===== config.mk =====
export PLATFORM = sky130hd
export DESIGN_NAME = haar_feat_eval
export DESIGN_NICKNAME = d
export VERILOG_FILES = /design/src/rtl/haar_pkg.sv /design/src/rtl/haar_corner_gen.sv /design/src/rtl/haar_accum.sv /design/src/rtl/haar_vote.sv /design/src/rtl/haar_feat_eval.sv
export SDC_FILE = /design/constraint.sdc
export NUM_CORES = 1
export LEC_CHECK = 0
export ABC_AREA = 1
export CORE_MARGIN = 5
export CORE_UTILIZATION = 50
export DETAILED_ROUTE_END_ITERATION = 8
export PLACE_DENSITY = 0.73
export SYNTH_ARGS = -nofsm -noshare
export SYNTH_HDL_FRONTEND = slang
export SYNTH_SLANG_ARGS = --single-unit

===== constraint.sdc =====
create_clock -name clk -period 12.79 [get_ports clk]
set_input_delay 2.558 -clock clk [delete_from_list [all_inputs] [get_ports clk]]
set_output_delay 2.558 -clock clk [all_outputs]
set_load 0.05 [all_outputs]

===== src/rtl/haar_pkg.sv =====
package haar_pkg;
  localparam int NRECT        = 3;
  localparam int CRN_PER_RECT = 4;

  typedef enum logic [1:0] {CRN_A, CRN_B, CRN_C, CRN_D} corner_e;
  typedef enum logic {ST_IDLE, ST_RUN} fsm_e;

  // B and C enter the rectangle total with a negative sign
  function automatic logic corner_neg(corner_e c);
    return (c == CRN_B) || (c == CRN_C);
  endfunction
endpackage


===== src/rtl/haar_corner_gen.sv =====
module haar_corner_gen
  import haar_pkg::*;
#(
  parameter int IMG_W  = 64,
  parameter int ROW_W  = 6,
  parameter int COL_W  = 6,
  parameter int CRD_W  = 5,
  parameter int ADDR_W = 12
) (
  input  logic [ROW_W-1:0]  win_row,
  input  logic [COL_W-1:0]  win_col,
  input  logic [CRD_W-1:0]  rx,
  input  logic [CRD_W-1:0]  ry,
  input  logic [CRD_W-1:0]  rw,
  input  logic [CRD_W-1:0]  rh,
  input  corner_e           crn,
  output logic [ADDR_W-1:0] addr,
  output logic              skip,
  output logic              neg
);
  localparam int RX = ROW_W + 1;
  localparam int CX = COL_W + 1;

  logic [RX-1:0] top_r, bot_r, row;
  logic [CX-1:0] lft_c, rgt_c, col;
  logic          use_top, use_left;

  always_comb begin
    top_r    = RX'(win_row) + RX'(ry);
    bot_r    = top_r + RX'(rh) - RX'(1);
    lft_c    = CX'(win_col) + CX'(rx);
    rgt_c    = lft_c + CX'(rw) - CX'(1);
    use_top  = (crn == CRN_A) || (crn == CRN_B);
    use_left = (crn == CRN_A) || (crn == CRN_C);
    row      = use_top  ? top_r - RX'(1) : bot_r;
    col      = use_left ? lft_c - CX'(1) : rgt_c;
    skip     = (use_top && (top_r == '0)) || (use_left && (lft_c == '0));
    neg      = corner_neg(crn);
    addr     = skip ? '0 : ADDR_W'(int'(row) * IMG_W + int'(col));
  end
endmodule


===== src/rtl/haar_accum.sv =====
module haar_accum #(
  parameter int II_W  = 20,
  parameter int CF_W  = 4,
  parameter int ACC_W = 26
) (
  input  logic                    clk,
  input  logic                    rst,
  input  logic                    clr,
  input  logic                    en,
  input  logic signed [CF_W-1:0]  coef,
  input  logic [II_W-1:0]         data,
  output logic signed [ACC_W-1:0] acc
);
  logic signed [ACC_W-1:0] coef_x, data_x;

  assign coef_x = ACC_W'(coef);
  assign data_x = ACC_W'($signed({1'b0, data}));

  always_ff @(posedge clk) begin
    if (rst || clr) acc <= '0;
    else if (en)    acc <= acc + coef_x * data_x;
  end
endmodule


===== src/rtl/haar_vote.sv =====
module haar_vote #(
  parameter int ACC_W  = 26,
  parameter int FEAT_W = 22,
  parameter int LEAF_W = 16
) (
  input  logic                     clk,
  input  logic                     rst,
  input  logic                     fire,
  input  logic signed [ACC_W-1:0]  acc,
  input  logic signed [FEAT_W-1:0] thr,
  input  logic signed [LEAF_W-1:0] leaf_lt,
  input  logic signed [LEAF_W-1:0] leaf_ge,
  output logic                     out_valid,
  output logic signed [LEAF_W-1:0] out_vote
);
  logic signed [ACC_W-1:0] thr_x;
  assign thr_x = ACC_W'(thr);

  always_ff @(posedge clk) begin
    if (rst) begin
      out_valid <= 1'b0;
      out_vote  <= '0;
    end else begin
      out_valid <= fire;
      if (fire) out_vote <= (acc < thr_x) ? leaf_lt : leaf_ge;
    end
  end
endmodule


===== src/rtl/haar_feat_eval.sv =====
module haar_feat_eval
  import haar_pkg::*;
#(
  parameter  int IMG_W  = 64,
  parameter  int IMG_H  = 64,
  parameter  int WIN    = 24,
  parameter  int PIX_W  = 8,
  parameter  int LEAF_W = 16,
  parameter  int WGT_W  = 3,
  localparam int ROW_W  = $clog2(IMG_H),
  localparam int COL_W  = $clog2(IMG_W),
  localparam int ADDR_W = $clog2(IMG_W * IMG_H),
  localparam int CRD_W  = $clog2(WIN + 1),
  localparam int II_W   = PIX_W + ADDR_W,
  localparam int FEAT_W = PIX_W + 2 * $clog2(WIN) + 4
) (
  input  logic                       clk,
  input  logic                       rst,
  input  logic                       req_valid,
  output logic                       req_ready,
  input  logic [ROW_W-1:0]           req_row,
  input  logic [COL_W-1:0]           req_col,
  input  logic                       req_three,
  input  logic [NRECT*CRD_W-1:0]     req_x,
  input  logic [NRECT*CRD_W-1:0]     req_y,
  input  logic [NRECT*CRD_W-1:0]     req_w,
  input  logic [NRECT*CRD_W-1:0]     req_h,
  input  logic [NRECT*WGT_W-1:0]     req_wgt,
  input  logic signed [FEAT_W-1:0]   req_thr,
  input  logic signed [LEAF_W-1:0]   req_leaf_lt,
  input  logic signed [LEAF_W-1:0]   req_leaf_ge,
  output logic                       mem_rd_en,
  output logic [ADDR_W-1:0]          mem_rd_addr,
  input  logic [II_W-1:0]            mem_rd_data,
  output logic                       out_valid,
  output logic signed [LEAF_W-1:0]   out_vote
);
  localparam int ACC_W = II_W + 6;
  localparam int CF_W  = WGT_W + 1;
  localparam int IDX_W = $clog2(NRECT * CRN_PER_RECT + 1);
  localparam int RI_W  = IDX_W - 2;

  fsm_e                    st;
  logic [IDX_W-1:0]        idx, n_reads;
  logic                    accept, fire;

  // latched request
  logic [ROW_W-1:0]        q_row;
  logic [COL_W-1:0]        q_col;
  logic [NRECT*CRD_W-1:0]  q_x, q_y, q_w, q_h;
  logic [NRECT*WGT_W-1:0]  q_wgt;
  logic signed [FEAT_W-1:0] q_thr;
  logic signed [LEAF_W-1:0] q_lt, q_ge;

  // per-rectangle views
  logic [CRD_W-1:0]        rx_a [NRECT];
  logic [CRD_W-1:0]        ry_a [NRECT];
  logic [CRD_W-1:0]        rw_a [NRECT];
  logic [CRD_W-1:0]        rh_a [NRECT];
  logic signed [WGT_W-1:0] wg_a [NRECT];

  genvar g;
  generate
    for (g = 0; g < NRECT; g++) begin : g_rect
      assign rx_a[g] = q_x[g*CRD_W +: CRD_W];
      assign ry_a[g] = q_y[g*CRD_W +: CRD_W];
      assign rw_a[g] = q_w[g*CRD_W +: CRD_W];
      assign rh_a[g] = q_h[g*CRD_W +: CRD_W];
      assign wg_a[g] = q_wgt[g*WGT_W +: WGT_W];
    end
  endgenerate

  // current read slot
  logic [RI_W-1:0]         ri, rsel;
  corner_e                 crn;
  logic [ADDR_W-1:0]       cg_addr;
  logic                    cg_skip, cg_neg;
  logic signed [WGT_W-1:0] cur_w;

  assign ri    = idx[IDX_W-1:2];
  assign rsel  = (int'(ri) >= NRECT) ? '0 : ri;
  assign crn   = corner_e'(idx[1:0]);
  assign cur_w = wg_a[rsel];

  haar_corner_gen #(
    .IMG_W(IMG_W), .ROW_W(ROW_W), .COL_W(COL_W), .CRD_W(CRD_W), .ADDR_W(ADDR_W)
  ) u_corner (
    .win_row(q_row), .win_col(q_col),
    .rx(rx_a[rsel]), .ry(ry_a[rsel]), .rw(rw_a[rsel]), .rh(rh_a[rsel]),
    .crn(crn), .addr(cg_addr), .skip(cg_skip), .neg(cg_neg)
  );

  // read pipeline: s1 = address on the port, s2 = data returned
  logic                   s1_v, s2_v;
  logic signed [CF_W-1:0] s1_coef, s2_coef;
  logic signed [ACC_W-1:0] acc;

  assign req_ready = (st == ST_IDLE);
  assign accept    = req_ready && req_valid;
  assign fire      = (st == ST_RUN) && (idx == n_reads) && !s1_v && !s2_v;

  always_ff @(posedge clk) begin
    if (accept) begin
      q_row <= req_row;    q_col <= req_col;
      q_x   <= req_x;      q_y   <= req_y;
      q_w   <= req_w;      q_h   <= req_h;
      q_wgt <= req_wgt;    q_thr <= req_thr;
      q_lt  <= req_leaf_lt; q_ge <= req_leaf_ge;
      n_reads <= IDX_W'(CRN_PER_RECT * (req_three ? NRECT : NRECT - 1));
    end
  end

  always_ff @(posedge clk) begin
    if (rst) begin
      st          <= ST_IDLE;
      idx         <= '0;
      mem_rd_en   <= 1'b0;
      mem_rd_addr <= '0;
      s1_v        <= 1'b0;
      s2_v        <= 1'b0;
      s1_coef     <= '0;
      s2_coef     <= '0;
    end else begin
      mem_rd_en <= 1'b0;
      s1_v      <= 1'b0;
      s2_v      <= s1_v;
      s2_coef   <= s1_coef;
      case (st)
        ST_IDLE: begin
          if (req_valid) begin
            st  <= ST_RUN;
            idx <= '0;
          end
        end
        ST_RUN: begin
          if (idx != n_reads) begin
            mem_rd_en   <= !cg_skip;
            mem_rd_addr <= cg_addr;
            s1_v        <= 1'b1;
            s1_coef     <= cg_skip ? '0 : (cg_neg ? -CF_W'(cur_w) : CF_W'(cur_w));
            idx         <= idx + IDX_W'(1);
          end else if (!s1_v && !s2_v) begin
            st <= ST_IDLE;
          end
        end
        default: st <= ST_IDLE;
      endcase
    end
  end

  haar_accum #(.II_W(II_W), .CF_W(CF_W), .ACC_W(ACC_W)) u_accum (
    .clk(clk), .rst(rst), .clr(accept), .en(s2_v),
    .coef(s2_coef), .data(mem_rd_data), .acc(acc)
  );

  haar_vote #(.ACC_W(ACC_W), .FEAT_W(FEAT_W), .LEAF_W(LEAF_W)) u_vote (
    .clk(clk), .rst(rst), .fire(fire), .acc(acc), .thr(q_thr),
    .leaf_lt(q_lt), .leaf_ge(q_ge), .out_valid(out_valid), .out_vote(out_vote)
  );
endmodule


==> results of run 1 <==
[layer usage]
layer	global-route usage (%)	vias up	share of wire (%)
met4	4.681	2	1.8
met1	28.10	5147	44
met3	5.316	46	7.2
li1	-	5716	-
met2	36.76	270	47
met5	0	-	0.033
[power groups by stage]
stage          clock network (mW)  logic (mW)  registers, mW
6_report                    0.674       0.328          0.768
3_3_place_gp                    0       0.320          0.781
2_1_floorplan                   0       0.195          0.796
3_5_place_dp                    0       0.328          0.782
4_1_cts                     0.689       0.331          0.768
5_1_grt                     0.715       0.371          0.771
[final timing paths]
kind / endpoint / slack, ns / depth (start not counted)
max: u_accum.acc[18] / 5.31 / 22
min: s2_coef[3] / 0.42 / 2
max reg2reg: u_accum.acc[18] / 6.90 / 22
min reg2reg: s2_coef[3] / 0.42 / 2
[flip-flops by register name, indices dropped and copies added (netlist names), 15 cells and up]
name / cells
q_y: 15
q_h: 15
q_w: 15
u_accum.acc: 26
q_ge: 16
u_vote.out_vote: 16
q_thr: 22
q_x: 15
q_lt: 16
[final cells by class]
class                      count  area, um^2
multi-input combinational   1126        6987
fill                        2335       10280
inverter                     278        1047
clock inverter                16       190.2
timing repair buffer         194        1929
sequential                   207        5505
clock buffer                  25       583.1
tap                          341       426.7
[cell families after synthesis]
logic type      count (synthesis)  synth area share, %
buf+inv                       311                8.638
fa+ha+maj                     181                18.87
flops                         207                40.26
simple gates                  716                21.90
xor+xnor                       39                2.608
compound gates                190                7.723
[cell usage in the layout (no fill, tap or decap), drive strengths merged, types with 12 or more instances in the layout]
| cell | n |
|---|---|
| a21oi | 75 |
| nand3 | 121 |
| ha | 139 |
| nand2 | 419 |
| fa | 42 |
| edfxtp | 136 |
| dfxtp | 71 |
| nor2 | 135 |
| o21ai | 68 |
| a31oi | 17 |
| clkbuf | 25 |
| nand4 | 15 |
| inv | 278 |
| xnor2 | 12 |
| clkdlybuf4s50 | 189 |
| xor2 | 27 |
[worst min-delay path: stages, from the launching register on]
cell and delay (ns):
dfxtp_1 0.30, inv_1 0.04, nor2_1 0.04
[through the flow]
| stage | hold slack, ns | setup WS (ns) | area (um^2) |
|---|---|---|---|
| after floorplan | 0.3997 | 5.810 | 13670 |
| final | 0.4190 | 5.310 | 16670 |
| after detailed placement | 0.4202 | 4.856 | 15900 |
| after global routing | 0.4380 | 4.860 | 16670 |
| after global placement | 0.4057 | 4.955 | 15900 |
| after CTS | 0.4235 | 5.356 | 16670 |
==> out/metrics.cfg, run 1 <==
[run_status]
status=complete, no violations

[worst_setup_path]
cp_slowest_cell=fa_1
path_common_cell=fa_1
cp_cell_sequence=clkdlybuf4s50_1 -> or2_2 -> fa_1 -> fa_1 -> fa_1 -> inv_1 -> ha_1 -> fa_1 -> a21oi_1 -> o21ai_0 -> a31oi_1 -> xnor2_1 -> ha_1 -> nand2_1 -> nor2_1 -> nand4_1 -> o21ai_0 -> nand2_1 -> a21o_1 -> nand3_1 -> nand2_1 -> inv_1
crit_path_end_kind=flip-flop
reg2reg_from=s2_coef[3]
cpPeakStageDelay_ns=0.52
cp.arrival_ns=7.92
path_delay_family=adder cells
crit_path_start_kind=primary input
required_ns=13.23
crit_buf_inv=3
path_class=in2reg
critPathLaunch=mem_rd_data[0]
cp_max_fo=5

[power_and_ir_drop]
p_clk_share_pct=38.1
switching_share_pct=26.46
peakVddDrop_uv=117.6
powerDensity_nw_per_um2=106.2
power_frac_comb_pct=18.5
pwr-share-seq_pct=43.4
p_sw_mw=0.4684
leakagePower_nw=8.361
p_int_mw=1.302
fin_total_pwr_mw=1.770

[detailed_routing]
drc_errors=0
vias_per_cell=5.112
wire_per_inst_um=15.09
dr.pass1.iters=7
drt_iter0_drc=516
detail-route-antenna-nets=0
vias=11180
routed_wl_um=33000

[global_route]
grt_pass1_wl_um=54800
grt_antenna_before_repair=1
globalRouteOverflowTotal=0
grt.total_usage_pct=21.59
grt_max_degree=81
grt_pass1_vias=11350

[yosys]
synth_common_cells=415 x nand2_1, 276 x inv_1, 139 x ha_1
yosysMostFrequentCell=nand2_1
yosys.area.top_type=edfxtp_1
synth_area_um2=13670
synth.area.top_cells=edfxtp_1 30%, ha_1 13%, nand2_1 11%, dfxtp_1 10%, inv_1 7.6%
synth_edf_count=136
synthDominantCellAreaShare_pct=29.87
yosysWarningCount=0
ys_seq_area_share_pct=40.26
ys_types=46
synth_flop_cell=edfxtp_1
synth.avg_cell_area_um2=8.317
synth-seq-cells=207
synth_cells=1644
synth_nets=1984
async_reset_ff_share_pct=0

[floorplanning]
die-width_um=175.4
dieHeight_um=175.4
initial_utilization_pct=50.73
boundaryPins=190
fp-row-count=60
die_area_um2=30750
core-area_um2=26950

[clock_tree]
cts_hold_buf=0
cts_tree=built
clk_latency_ns=0.50
cts.sinks=207
postCtsSetupBuffers=0
cts_resized=0
cts_root_buf=clkbuf_16
htree_levels=1
clk_pin_slew_ns=0.07
cts_buffers=23
clock_path_buffers=3

[finish]
areaGrowthSynthToFinish_pct=21.91
post-route-util_pct=61.85
post_route_cells_drive_above_1_share_pct=3.467
stdcell_count=2187
n_antenna_cell=0
layout.nets=2170

[worst_hold_path]
hp-start=s1_coef[3]
hold_class=reg2reg

[timing]
hold_viol=0
slew_violations=0
finalSetupViolations=0
worst_slew_pin_slew_ns=0.9876
rsz0062_at_grt=false
setup_tns_ns=0
fmax_mhz=133.7
max-slew-margin-rel_pct=34.16
finalCritPeriodShare_pct=58.48
clock_skew_ns=0.01338
fin_crit_ns=7.480

[place]
place_inst=2146
dpl.hpwl_um=26110
port_buffers=189
gp_congestion=0.8734

[flow_run]
max_cap_violations=0

Note: power is estimated with default switching activity, not from simulation.
==> run 2: changes to the inputs <==
--- a/config.mk
+++ b/config.mk
@@ -9,7 +9,7 @@
 export CORE_MARGIN = 5
 export CORE_UTILIZATION = 50
 export DETAILED_ROUTE_END_ITERATION = 8
-export PLACE_DENSITY = 0.73
+export PLACE_DENSITY = 0.76
 export SYNTH_ARGS = -nofsm -noshare
 export SYNTH_HDL_FRONTEND = slang
 export SYNTH_SLANG_ARGS = --single-unit
==> constraint.sdc (replaced) <==
create_clock -name clk -period 6.5 [get_ports clk]
set_input_delay 1.3 -clock clk [delete_from_list [all_inputs] [get_ports clk]]
set_output_delay 1.3 -clock clk [all_outputs]
set_load 0.05 [all_outputs]
==> run 2 against run 1 <==
Effect of this change: combinational power rose by 99%; total power rose by 91%; utilization rose by 0.26 points; clock skew rose by 0.015 ns; count of clock-buffer cells in the layout rose by 2; largest cell class unchanged.
==> out/metrics.cfg, run 2 (synthesis results as in run 1) <==
[run_status]
status=complete, no violations

[floorplanning]
die_area_um2=30750
core-area_um2=26950
initial_utilization_pct=50.73
fp-row-count=60
die-width_um=175.4
boundaryPins=190
dieHeight_um=175.4

[detailed_routing]
routed_wl_um=33170
wire_per_inst_um=15.04
dr.pass1.iters=5
detail-route-antenna-nets=0
vias=11300
drt_iter0_drc=610
vias_per_cell=5.123
drc_errors=0

[finish]
most-common-layout-cells=415 x nand2_1, 275 x inv_1, 189 x clkdlybuf4s50_1, 139 x ha_1, 136 x edfxtp_1
layout.nets=2188
stdcell_count=2206
post_route_cells_drive_above_1_share_pct=4.182
largest_reg_flops=26
final_common_cell=nand2_1
post-route-util_pct=62.10
multi_input_area_um2=6990
areaGrowthSynthToFinish_pct=22.41
n_antenna_cell=0
ff_latch_area_um2=5505
largest_register=u_accum.acc
nFillCells=2322
top_regs=u_accum.acc x26, q_thr x22

[worst_setup_path]
cpPeakStageDelay_ns=0.53
crit_path_start_kind=primary input
path_class=in2reg
r2r-end=u_accum.acc[25]
crit_path_end_kind=flip-flop
reg2reg_setup_slack_ns=0.87
cp.arrival_ns=6.53
required_ns=6.95
r2r_cells=25
cp_max_fo=5
reg2reg_from=s2_coef[3]
cp_slowest_cell=fa_1

[place]
dpl.hpwl_um=26130
port_buffers=189
gp_congestion=0.8890
place_inst=2164

[global_route]
globalRouteOverflowTotal=0
grt.total_usage_pct=21.30
grt_pass1_wl_um=54470
grt_antenna_before_repair=2
grt_max_degree=74
grt_pass1_vias=11480

[timing]
rsz0062_at_grt=false
fin_crit_ns=6.085
setup_tns_ns=0
clock_skew_ns=0.02859
slew_violations=0
finalSetupViolations=0
finalCritPeriodShare_pct=93.61
hold_viol=0
worst_slew_pin_slew_ns=0.9486
max-slew-margin-rel_pct=36.53
fmax_mhz=164.3

[power_and_ir_drop]
fin_total_pwr_mw=3.382
p_int_mw=2.450
switching_share_pct=27.55
pwr-share-seq_pct=44.6
leakagePower_nw=8.426
powerDensity_nw_per_um2=202.0
power_frac_comb_pct=19.3
p_clk_share_pct=36.0
peakVddDrop_uv=223.6
p_sw_mw=0.9316

[worst_hold_path]
hold_depth=2
min_to=s2_coef[3]
hp-start=s1_coef[3]
hold_class=reg2reg

[flow_run]
max_cap_violations=0

[clock_tree]
clk_latency_ns=0.53
htree_levels=1
cts_tree=built
cts_hold_buf=0
clock_path_buffers=3
cts_buffers=23
cts_root_buf=clkbuf_16
postCtsSetupBuffers=0
cts.sinks=207
clk_pin_slew_ns=0.06

==> run 2: changes by cell type in the layout (fill, tap and decap cells not counted) <==
| cell | before | now |
|---|---|---|
| clkinv_1 | 3 | 7 |
| clkinv_4 | 0 | 1 |
| inv_6 | 1 | 0 |
| clkbuf_1 | 2 | 4 |
| a21oi_2 | 0 | 1 |
| buf_4 | 5 | 23 |
| clkinvlp_4 | 4 | 1 |
| inv_16 | 0 | 1 |
| a21oi_1 | 75 | 74 |
| bufinv_16 | 4 | 1 |
==> run 2: repair_timing <==
| item | 4_1_cts | 5_1_grt |
|---|---|---|
| hold endpoints to repair | 0 | 0 |
| gates resized for setup | 0 | 1 |
| setup endpoints to repair | 0 | 1 |
==> run 2: worst max path at each step <==
stage / startpoint / to / slack [ns]
2_1_floorplan: mem_rd_data[0] / u_accum.acc[18] / 0.78
3_3_place_gp: mem_rd_data[0] / u_accum.acc[22] / -0.03
3_5_place_dp: mem_rd_data[0] / u_accum.acc[25] / -0.17
4_1_cts: mem_rd_data[0] / u_accum.acc[25] / 0.36
5_1_grt: mem_rd_data[0] / u_accum.acc[25] / 0.07
6_report: mem_rd_data[0] / u_accum.acc[25] / 0.42
==> run 2: cell type report <==
cell class / count / area share [%]
sequential: 207 / 32.89
clock inverter: 15 / 0.6728
timing repair buffer: 212 / 12.33
clock buffer: 27 / 3.528
inverter: 278 / 6.257
tap: 341 / 2.549
multi-input combinational: 1126 / 41.77
==> run 2: stage by stage <==
stage	area, um^2	setup WS, ns	hold WS, ns
after CTS	16730	0.3595	0.4305
after floorplan	13670	0.7784	0.3997
after global placement	16030	-0.02572	0.4064
final	16740	0.4152	0.4293
after global routing	16740	0.06749	0.4579
after detailed placement	16030	-0.1674	0.4213
==> run 2: critical path, delay by kind of cell <==
family          cells  cell delay (ns)
fa+ha+maj           6             2.58
simple gates       11             1.40
xor+xnor            1             0.10
buf+inv             4             0.58
compound gates      3             0.58
==> run 2: power groups by stage <==
stage	sequential (mW)	clock [mW]	combinational (mW)
3_3_place_gp	1.53	0	0.634
5_1_grt	1.52	1.30	0.736
2_1_floorplan	1.57	0	0.384
3_5_place_dp	1.54	0	0.651
6_report	1.51	1.22	0.654
4_1_cts	1.51	1.24	0.657
==> run 2: routing by layer <==
metal / wire, um / GRT usage, %
met2: 15860 / 37.60
met4: 492 / 4.059
met5: 27 / 0
met3: 2182 / 5.381
met1: 14610 / 26.70
